File: config.mk
export PLATFORM = sky130hd
export DESIGN_NAME = adpcm_cmd_parser
export DESIGN_NICKNAME = d
export VERILOG_FILES = /design/src/rtl/adpcm_cmd_pkg.sv /design/src/rtl/acp_rate_div.sv /design/src/rtl/acp_silence_timer.sv /design/src/rtl/acp_nibble_out.sv /design/src/rtl/acp_cmd_fsm.sv /design/src/rtl/adpcm_cmd_parser.sv
export SDC_FILE = /design/constraint.sdc
export NUM_CORES = 1
export LEC_CHECK = 0
export CAP_MARGIN = 10
export CORE_UTILIZATION = 61
export CTS_CLUSTER_DIAMETER = 100
export DETAILED_ROUTE_END_ITERATION = 16
export PLACE_DENSITY_LB_ADDON = 0.1
export SYNTH_ARGS = -nofsm -noshare
export SYNTH_HDL_FRONTEND = slang
export SYNTH_HIERARCHICAL = 1
export SYNTH_SLANG_ARGS = --single-unit
File: constraint.sdc
create_clock -name clk -period 9.4 [get_ports clk]
set_input_delay 1.41 -clock clk [delete_from_list [all_inputs] [get_ports clk]]
set_output_delay 1.41 -clock clk [all_outputs]
set_load 0.02 [all_outputs]
File: src/rtl/adpcm_cmd_pkg.sv
// Package: shared widths, parser states and opcode classes for the
// ADPCM command stream parser. Assumes 8-bit command bytes.
package adpcm_cmd_pkg;

    localparam int BYTE_W = 8;
    localparam int NIB_W  = 4;
    localparam int RATE_W = 5;
    localparam int SIL_W  = 6;

    typedef enum logic [1:0] {
        PS_SLEEP = 2'd0,   // slave mode, waiting for wake-up write
        PS_CMD   = 2'd1,   // decoding commands / feeding burst bytes
        PS_LEN   = 2'd2    // waiting for the length byte of a variable burst
    } parse_state_t;

    typedef enum logic [2:0] {
        OK_END,
        OK_STOP,
        OK_SIL,
        OK_FULL,
        OK_VAR,
        OK_UNK
    } op_kind_t;

    // Sorts a command byte into its opcode class.
    function automatic op_kind_t classify(input logic [BYTE_W-1:0] b);
        op_kind_t k;
        if (b == 8'h00)      k = OK_END;
        else if (b == 8'hFF) k = OK_STOP;
        else begin
            case (b[7:6])
                2'b00:   k = OK_SIL;
                2'b01:   k = OK_FULL;
                2'b10:   k = OK_VAR;
                default: k = OK_UNK;
            endcase
        end
        return k;
    endfunction

endpackage

File: src/rtl/acp_rate_div.sv
// Sample-rate divider. It prescales the base-clock qualifier by PRE_DIV,
// then divides by (rate_code+1) and emits a one-cycle sample strobe.
// Assumes base_tick is a single-cycle enable in the clk domain. A rate
// code lowered mid-count is absorbed by the >= comparison.
module acp_rate_div #(
    parameter int RATE_W  = 5,
    parameter int PRE_DIV = 4
) (
    input  logic              clk,
    input  logic              rst_n,
    input  logic              base_tick,
    input  logic [RATE_W-1:0] rate_code,
    output logic              sample_tick
);
    localparam int PRE_W = (PRE_DIV > 1) ? $clog2(PRE_DIV) : 1;
    localparam logic [PRE_W-1:0] PRE_LAST = PRE_W'(PRE_DIV - 1);

    logic [PRE_W-1:0]  pre_q;
    logic [RATE_W-1:0] div_q;

    // Advance prescaler and divider on each base tick, strobe on wrap.
    always_ff @(posedge clk) begin
        if (!rst_n) begin
            pre_q       <= '0;
            div_q       <= '0;
            sample_tick <= 1'b0;
        end else begin
            sample_tick <= 1'b0;
            if (base_tick) begin
                if (pre_q == PRE_LAST) begin
                    pre_q <= '0;
                    if (div_q >= rate_code) begin
                        div_q       <= '0;
                        sample_tick <= 1'b1;
                    end else begin
                        div_q <= div_q + 1'b1;
                    end
                end else begin
                    pre_q <= pre_q + 1'b1;
                end
            end
        end
    end

    AST_TICK_SPACED: assert property (@(posedge clk) disable iff (!rst_n)
        sample_tick |=> !sample_tick);

endmodule

File: src/rtl/acp_silence_timer.sv
// Silence timer. On start it latches a millisecond count and stays busy
// for count * ticks_per_ms cycles. Assumes start is raised only when not
// busy and with a nonzero count. A ticks_per_ms of 0 acts as 1.
module acp_silence_timer #(
    parameter int SIL_W = 6,
    parameter int TPM_W = 16
) (
    input  logic             clk,
    input  logic             rst_n,
    input  logic             start,
    input  logic [SIL_W-1:0] dur,
    input  logic [TPM_W-1:0] ticks_per_ms,
    output logic             busy,
    output logic [SIL_W-1:0] dur_q
);
    logic [SIL_W-1:0] ms_left_q;
    logic [TPM_W-1:0] tick_q;
    logic [TPM_W-1:0] tick_last;

    // Last tick index of one millisecond, guarding a zero setting.
    always_comb tick_last = (ticks_per_ms == '0) ? '0 : ticks_per_ms - 1'b1;

    // Count ticks within a millisecond and milliseconds within the interval.
    always_ff @(posedge clk) begin
        if (!rst_n) begin
            busy      <= 1'b0;
            ms_left_q <= '0;
            tick_q    <= '0;
            dur_q     <= '0;
        end else if (start) begin
            busy      <= 1'b1;
            ms_left_q <= dur;
            tick_q    <= '0;
            dur_q     <= dur;
        end else if (busy) begin
            if (tick_q >= tick_last) begin
                tick_q    <= '0;
                ms_left_q <= ms_left_q - 1'b1;
                if (ms_left_q == SIL_W'(1)) busy <= 1'b0;
            end else begin
                tick_q <= tick_q + 1'b1;
            end
        end
    end

    AST_SIL_DUR_HELD: assert property (@(posedge clk) disable iff (!rst_n)
        busy && $past(busy) |-> $stable(dur_q));

    AST_SIL_NONZERO: assert property (@(posedge clk) disable iff (!rst_n)
        busy |-> ms_left_q != '0);

endmodule

File: src/rtl/acp_nibble_out.sv
// Nibble emitter. It is armed with a nibble count, takes one data byte
// at a time, and hands out the high nibble and then the low nibble on a
// valid/ready port. When the count runs out after a high nibble, the low
// nibble of that byte is dropped.
module acp_nibble_out #(
    parameter int NIB_W = 4,
    parameter int CNT_W = 9
) (
    input  logic               clk,
    input  logic               rst_n,
    input  logic               arm,
    input  logic [CNT_W-1:0]   arm_count,
    input  logic               byte_load,
    input  logic [2*NIB_W-1:0] byte_in,
    output logic               burst_active,
    output logic               need_byte,
    output logic               nib_valid,
    output logic [NIB_W-1:0]   nib_data,
    input  logic               nib_ready
);
    logic [CNT_W-1:0]   rem_q;
    logic [2*NIB_W-1:0] hold_q;
    logic               full_q;
    logic               low_q;
    logic               nib_fire;

    // Status toward the command decoder and the nibble port.
    always_comb begin
        burst_active = (rem_q != '0);
        need_byte    = burst_active && !full_q;
        nib_valid    = full_q;
        nib_data     = low_q ? hold_q[NIB_W-1:0] : hold_q[2*NIB_W-1:NIB_W];
        nib_fire     = full_q && nib_ready;
    end

    // Track remaining nibbles, the held byte and which half goes out next.
    always_ff @(posedge clk) begin
        if (!rst_n) begin
            rem_q  <= '0;
            hold_q <= '0;
            full_q <= 1'b0;
            low_q  <= 1'b0;
        end else begin
            if (arm) rem_q <= arm_count;
            if (byte_load) begin
                hold_q <= byte_in;
                full_q <= 1'b1;
                low_q  <= 1'b0;
            end else if (nib_fire) begin
                rem_q <= rem_q - 1'b1;
                if (!low_q && rem_q != CNT_W'(1)) begin
                    low_q <= 1'b1;
                end else begin
                    full_q <= 1'b0;
                    low_q  <= 1'b0;
                end
            end
        end
    end

    AST_NIB_HOLD: assert property (@(posedge clk) disable iff (!rst_n)
        nib_valid && !nib_ready |=> nib_valid && $stable(nib_data));

    AST_NO_LOAD_WHILE_FULL: assert property (@(posedge clk) disable iff (!rst_n)
        byte_load |-> !full_q && burst_active);

    AST_NO_ORPHAN_NIBBLE: assert property (@(posedge clk) disable iff (!rst_n)
        nib_valid |-> burst_active);

endmodule

File: src/rtl/acp_cmd_fsm.sv
// Command decoder. It accepts bytes from the input port, sorts them into
// opcodes, and drives the nibble emitter, the silence timer and the rate
// register. It tracks whether real data has been seen, which decides
// whether 0x00/0xFF terminate. Assumes slave_mode is steady while out of
// reset.
module acp_cmd_fsm
    import adpcm_cmd_pkg::*;
#(
    parameter int CNT_W = 9
) (
    input  logic              clk,
    input  logic              rst_n,
    input  logic              slave_mode,
    input  logic              in_valid,
    input  logic [BYTE_W-1:0] in_data,
    output logic              in_ready,
    input  logic              burst_active,
    input  logic              need_byte,
    input  logic              sil_busy,
    output logic              arm,
    output logic [CNT_W-1:0]  arm_count,
    output logic              byte_load,
    output logic              sil_start,
    output logic [SIL_W-1:0]  sil_dur,
    output logic [RATE_W-1:0] rate_code,
    output logic              end_pulse,
    output logic              unk_pulse,
    output logic              engine_on
);
    localparam logic [CNT_W-1:0] FULL_BURST = CNT_W'(256);

    parse_state_t state_q;
    logic         started_q;
    logic         accept;
    logic         cmd_take;
    op_kind_t     kind;

    // Readiness per state, the handshake, and the decode of the current byte.
    always_comb begin
        case (state_q)
            PS_CMD:  in_ready = burst_active ? need_byte : !sil_busy;
            default: in_ready = 1'b1;
        endcase
        accept    = in_valid && in_ready;
        kind      = classify(in_data);
        cmd_take  = accept && (state_q == PS_CMD) && !burst_active;
        byte_load = accept && (state_q == PS_CMD) && burst_active;
        sil_start = cmd_take && (kind == OK_SIL);
        sil_dur   = in_data[SIL_W-1:0];
        arm       = (cmd_take && kind == OK_FULL) || (accept && state_q == PS_LEN);
        arm_count = (state_q == PS_LEN) ? CNT_W'(in_data) + 1'b1 : FULL_BURST;
        engine_on = (state_q != PS_SLEEP);
    end

    // Update state, started flag, rate code and the one-cycle flags.
    always_ff @(posedge clk) begin
        if (!rst_n) begin
            state_q   <= slave_mode ? PS_SLEEP : PS_CMD;
            started_q <= 1'b0;
            rate_code <= '0;
            end_pulse <= 1'b0;
            unk_pulse <= 1'b0;
        end else begin
            end_pulse <= 1'b0;
            unk_pulse <= 1'b0;
            if (accept && state_q == PS_SLEEP) begin
                state_q <= PS_CMD;
            end else if (accept && state_q == PS_LEN) begin
                state_q <= PS_CMD;
            end else if (cmd_take) begin
                case (kind)
                    OK_END, OK_STOP: begin
                        if (started_q) begin
                            end_pulse <= 1'b1;
                            started_q <= 1'b0;
                            if (slave_mode) state_q <= PS_SLEEP;
                        end
                    end
                    OK_FULL: begin
                        rate_code <= in_data[RATE_W-1:0];
                        started_q <= 1'b1;
                    end
                    OK_VAR: begin
                        rate_code <= in_data[RATE_W-1:0];
                        started_q <= 1'b1;
                        state_q   <= PS_LEN;
                    end
                    OK_UNK: begin
                        unk_pulse <= 1'b1;
                        started_q <= 1'b1;
                    end
                    default: started_q <= 1'b1;
                endcase
            end
        end
    end

    AST_SIL_BLOCKS_INPUT: assert property (@(posedge clk) disable iff (!rst_n)
        sil_busy |-> !in_ready);

    AST_UNK_RATE_HOLD: assert property (@(posedge clk) disable iff (!rst_n)
        unk_pulse |-> $stable(rate_code));

    AST_SLEEP_NO_BURST: assert property (@(posedge clk) disable iff (!rst_n)
        !engine_on |-> !burst_active && !sil_busy);

    AST_END_ONE_CYCLE: assert property (@(posedge clk) disable iff (!rst_n)
        end_pulse |=> !end_pulse);

endmodule

File: src/rtl/adpcm_cmd_parser.sv
// Top of the ADPCM command stream parser. It connects the command
// decoder, the nibble emitter, the silence timer and the sample-rate
// divider. Assumes a single clock, with the 640 kHz base clock presented
// as a one-cycle qualifier.
module adpcm_cmd_parser
    import adpcm_cmd_pkg::*;
#(
    parameter int TPM_W   = 16,
    parameter int PRE_DIV = 4
) (
    input  logic              clk,
    input  logic              rst_n,
    input  logic              slave_mode,
    input  logic              base_tick,
    input  logic [TPM_W-1:0]  ticks_per_ms,
    input  logic              in_valid,
    input  logic [BYTE_W-1:0] in_data,
    output logic              in_ready,
    output logic              nib_valid,
    output logic [NIB_W-1:0]  nib_data,
    input  logic              nib_ready,
    output logic [RATE_W-1:0] rate_code,
    output logic              sample_tick,
    output logic              sil_active,
    output logic [SIL_W-1:0]  sil_ms,
    output logic              end_pulse,
    output logic              unk_pulse,
    output logic              engine_on
);
    localparam int CNT_W = BYTE_W + 1;

    logic             burst_active;
    logic             need_byte;
    logic             arm;
    logic [CNT_W-1:0] arm_count;
    logic             byte_load;
    logic             sil_start;
    logic [SIL_W-1:0] sil_dur;

    acp_cmd_fsm #(.CNT_W(CNT_W)) u_fsm (
        .clk          (clk),
        .rst_n        (rst_n),
        .slave_mode   (slave_mode),
        .in_valid     (in_valid),
        .in_data      (in_data),
        .in_ready     (in_ready),
        .burst_active (burst_active),
        .need_byte    (need_byte),
        .sil_busy     (sil_active),
        .arm          (arm),
        .arm_count    (arm_count),
        .byte_load    (byte_load),
        .sil_start    (sil_start),
        .sil_dur      (sil_dur),
        .rate_code    (rate_code),
        .end_pulse    (end_pulse),
        .unk_pulse    (unk_pulse),
        .engine_on    (engine_on)
    );

    acp_nibble_out #(.NIB_W(NIB_W), .CNT_W(CNT_W)) u_nib (
        .clk          (clk),
        .rst_n        (rst_n),
        .arm          (arm),
        .arm_count    (arm_count),
        .byte_load    (byte_load),
        .byte_in      (in_data),
        .burst_active (burst_active),
        .need_byte    (need_byte),
        .nib_valid    (nib_valid),
        .nib_data     (nib_data),
        .nib_ready    (nib_ready)
    );

    acp_silence_timer #(.SIL_W(SIL_W), .TPM_W(TPM_W)) u_sil (
        .clk          (clk),
        .rst_n        (rst_n),
        .start        (sil_start),
        .dur          (sil_dur),
        .ticks_per_ms (ticks_per_ms),
        .busy         (sil_active),
        .dur_q        (sil_ms)
    );

    acp_rate_div #(.RATE_W(RATE_W), .PRE_DIV(PRE_DIV)) u_div (
        .clk          (clk),
        .rst_n        (rst_n),
        .base_tick    (base_tick),
        .rate_code    (rate_code),
        .sample_tick  (sample_tick)
    );

    AST_SIL_NO_NIBBLE: assert property (@(posedge clk) disable iff (!rst_n)
        sil_active |-> !nib_valid);

endmodule

==> flow_summary.yaml <==
setup_path:
  r2r.worst_path.cells: 9
  cp_num_buf_inv: 1
  critPathLaunch: "ticks_per_ms[6]"
  cp-end-kind: "flop"
  reg2reg_slack_ps: 6260
  path_cells: "clkdlybuf4s50_1, or4_4, or4b_4, or4_4, nor2_1, xor2_1, nand2_1, ha_1, a21o_1, a21o_1, a2111oi_2, a21boi_1, or3b_1, nor2_1"
  cpMaxStageDelayCell: "or3b_1"
  r2r_start: "u_nib/rem_q[2]"
  cp_data_arrival_time_ps: 5990
  path_depth: 14
  slowest_delay_ps: 650
  criticalPathCategory: "input pin to flop"
  critPathTopFamily: "simple AND/OR/NAND/NOR gates"
  cp_data_required_time_ps: 9680
  cp_max_fo: 15
  start_kind: "input pin"
  critical_path.endpoint: "u_sil/tick_q[8]"
  r2r-end: "u_nib/rem_q[7]"
placed_design:
  io_buffers: 51
  dp.final_hpwl_mm: 6.98
  gp_congestion: 0.822
  dp_slack_ps: 3370
timing:
  skew_ps: 13.4
  setup_ws_ps: 3690
  max_slew_margin_pct: 20.8
  worst_slew_pin_slew_ps: 1180
  finalCriticalPeriod_ps: 5710
  hold_violations: 0
  finalMaxSlewViolations: 0
  rsz0062_at_grt: "no"
  finalSetupViolCount: 0
  final.period_utilization_pct: 60.8
  fmax_ghz: 0.175
  setup_tns_ps: 0
power_and_ir_drop:
  report.power.total_w: 0.000607
  switching_share_pct: 28.7
  p_switching_w: 0.000174
  p_leak_nw: 1.94
  clkPwrFrac_pct: 36.6
  pwr-share-seq_pct: 48.3
  intPower_w: 0.000433
  power_density_mw_per_mm2: 124
  peakVddDrop_mv: 0.0804
  pwr-share-comb_pct: 15.0
synthesis:
  syn-instance-count: 495
  yosysSeqAreaShare_pct: 31.7
  yosysWarningCount: 6
  syn_avg_cell_area_sq_um: 8.56
  synth_ff_type: "dfxtp_1"
  ys_seq_elements: 66
  synth_nets: 558
  postSynth.asyncResetShare_pct: 0
  synthesis.area_sq_mm: 0.00424
  yosysUniqueCellTypes: 69
  synth_edf_count: 2
clock_tree:
  cts_sinks: 66
  cts_root_buf: "clkbuf_8"
  post_cts_buffers: 0
  insertion_delay_ps: 350
  ctsHoldBuffers: 0
  clk_path_buf_depth: 2
  path_clk_slew_ps: 70
  cts_max_level: 3
  cts_tree: "done"
  cts_resized: 0
  cts_buffers: 9
floorplanning:
  die_h_um: 85.3
  core_area_sq_mm: 0.00676
  initial_utilization_pct: 62.7
  num_rows: 30
  die_area_sq_mm: 0.00728
  io_pins: 52
  die_w_um: 85.3
routing:
  vias_per_cell: 5.83
  wire_per_inst_um: 15.2
  drtPass1Iterations: 4
  drtAntennaViolNets: 0
  vias: 3612
  drcViolationCount: 0
  wirelength_mm: 9.40
  drt_iter0_markers: 144
global_route:
  grt_pass1_vias: 3323
  antenna_found_initial: 0
  grt.overflow.total: 0
  grt_max_degree: 36
  track_usage_pct: 26.4
  grt_pass1_wl_mm: 15.1
finish:
  mostFrequentLayoutCell: "dfxtp_1"
  diodes: 0
  syn_to_final_growth_pct: 15.9
  final_cell_mix: "dfxtp_1, nor2_1, clkdlybuf4s50_1, nand2_1, ha_1"
  fillCellCount: 539
  layout.nets: 598
  drive_above_1_share_pct: 8.52
outcome:
  status: "completed"
run:
  drv_cap: 0
hold_path:
  hp-class: "flop to flop"
[routing by layer]
| layer | vias up | share of wire (%) | track usage (%) |
|---|---|---|---|
| met2 | 79 | 51 | 48.1 |
| met1 | 1698 | 44 | 30.9 |
| met4 | 0 | 2.1 | 11.4 |
| met5 | - | 0 | 0 |
| met3 | 17 | 3.3 | 3.70 |
| li1 | 1818 | - | - |
[per-stage QoR]
step	hold slack (ps)	util, %	instances	instance area (sq um)
6_report	487	72.6	620	4910
2_1_floorplan	454	-	495	4240
3_5_place_dp	480	70.0	604	4730
3_3_place_gp	466	70.0	604	4730
4_1_cts	486	72.6	620	4910
5_1_grt	525	72.6	620	4910
[synthesized netlist by cell type, types with 4 or more instances]
| cell type | count | share of area [%] |
|---|---|---|
| dfxtp_1 | 64 | 30 |
| nor2_1 | 60 | 5.3 |
| nand2_1 | 45 | 4.0 |
| ha_1 | 33 | 9.7 |
| inv_1 | 23 | 2.0 |
| xor2_1 | 23 | 4.8 |
| a21oi_1 | 21 | 2.5 |
| mux2i_1 | 21 | 5.0 |
| xnor2_1 | 19 | 3.9 |
| nor3_1 | 14 | 1.7 |
| nand3_1 | 13 | 1.5 |
| nand4_1 | 13 | 1.9 |
| clkbuf_1 | 10 | 0.89 |
| o21ai_0 | 10 | 1.2 |
| buf_4 | 9 | 1.6 |
| a211oi_1 | 7 | 1.2 |
| and3_1 | 7 | 1.0 |
| nor2b_1 | 7 | 1.0 |
| nand2b_1 | 6 | 0.89 |
| a22oi_1 | 4 | 0.71 |
| and2_1 | 4 | 0.59 |
| and4_1 | 4 | 0.83 |
| buf_2 | 4 | 0.47 |
| mux2_2 | 4 | 1.1 |
| nor4_1 | 4 | 0.59 |
[power groups by stage]
| stage | Clock, W | Combinational [W] | Sequential [W] |
|---|---|---|---|
| after global placement | 0 | 0.0000883 | 0.000299 |
| after CTS | 0.000226 | 0.0000911 | 0.000293 |
| after global routing | 0.000241 | 0.0000999 | 0.000294 |
| final | 0.000222 | 0.0000913 | 0.000293 |
| after floorplan | 0 | 0.0000554 | 0.000300 |
| after detailed placement | 0 | 0.0000908 | 0.000300 |
[worst min path at each step]
stage	startpoint	depth (start not counted)	endpoint	slack, ps
global route	u_fsm/started_q	2	u_fsm/started_q	530
global placement	u_fsm/started_q	2	u_fsm/started_q	470
CTS	u_fsm/started_q	2	u_fsm/started_q	490
finish	u_fsm/started_q	2	u_fsm/started_q	490
floorplan	u_fsm/started_q	2	u_fsm/started_q	450
detailed placement	u_fsm/started_q	2	u_fsm/started_q	480
[registers in the layout (all words and copies together) (netlist names)]
register,flops
u_sil/tick_q,16
u_fsm/end_pulse,1
u_nib/nib_valid,1
u_sil/dur_q,6
u_fsm/rate_code,5
u_fsm/state_q,2
u_fsm/unk_pulse,1
u_sil/busy,1
u_div/pre_q,2
u_div/div_q,5
u_div/sample_tick,1
u_nib/hold_q,8
u_fsm/started_q,1
u_nib/rem_q,9
u_nib/low_q,1
u_sil/ms_left_q,6
[kinds of logic (layout without fill, tap and decap cells)]
kind of cell	count (synthesis)	after routing	share of synthesized area [%]
buf+inv	48	93	5.35
flops	66	66	31.7
fa+ha+maj	33	33	9.75
xor+xnor	42	42	8.69
compound gates	73	73	11.6
simple gates	208	208	27.0
mux	25	25	6.03
[worst reg2reg max path, cell delays in order, from the launching register on]
cell and delay, ps:
dfxtp_1 480, nor3_1 130, and2_1 190, nand2_1 170, nand2_1 100, nor2_1 900, nand3b_1 480, and2_1 330
a22oi_1 130, a21oi_1 160
[layout make-up]
| type | instances | area, sq um | share of cell area (%) |
|---|---|---|---|
| timing repair buffer | 53 | 526 | 10.7 |
| tap | 80 | 100 | 2.04 |
| inverter | 24 | 90.1 | 1.84 |
| clock buffer | 11 | 141 | 2.88 |
| multi-input combinational | 381 | 2670 | 54.5 |
| sequential | 66 | 1340 | 27.3 |
| clock inverter | 5 | 36.3 | 0.739 |
No activity file was read; power rests on OpenSTA's default activity.
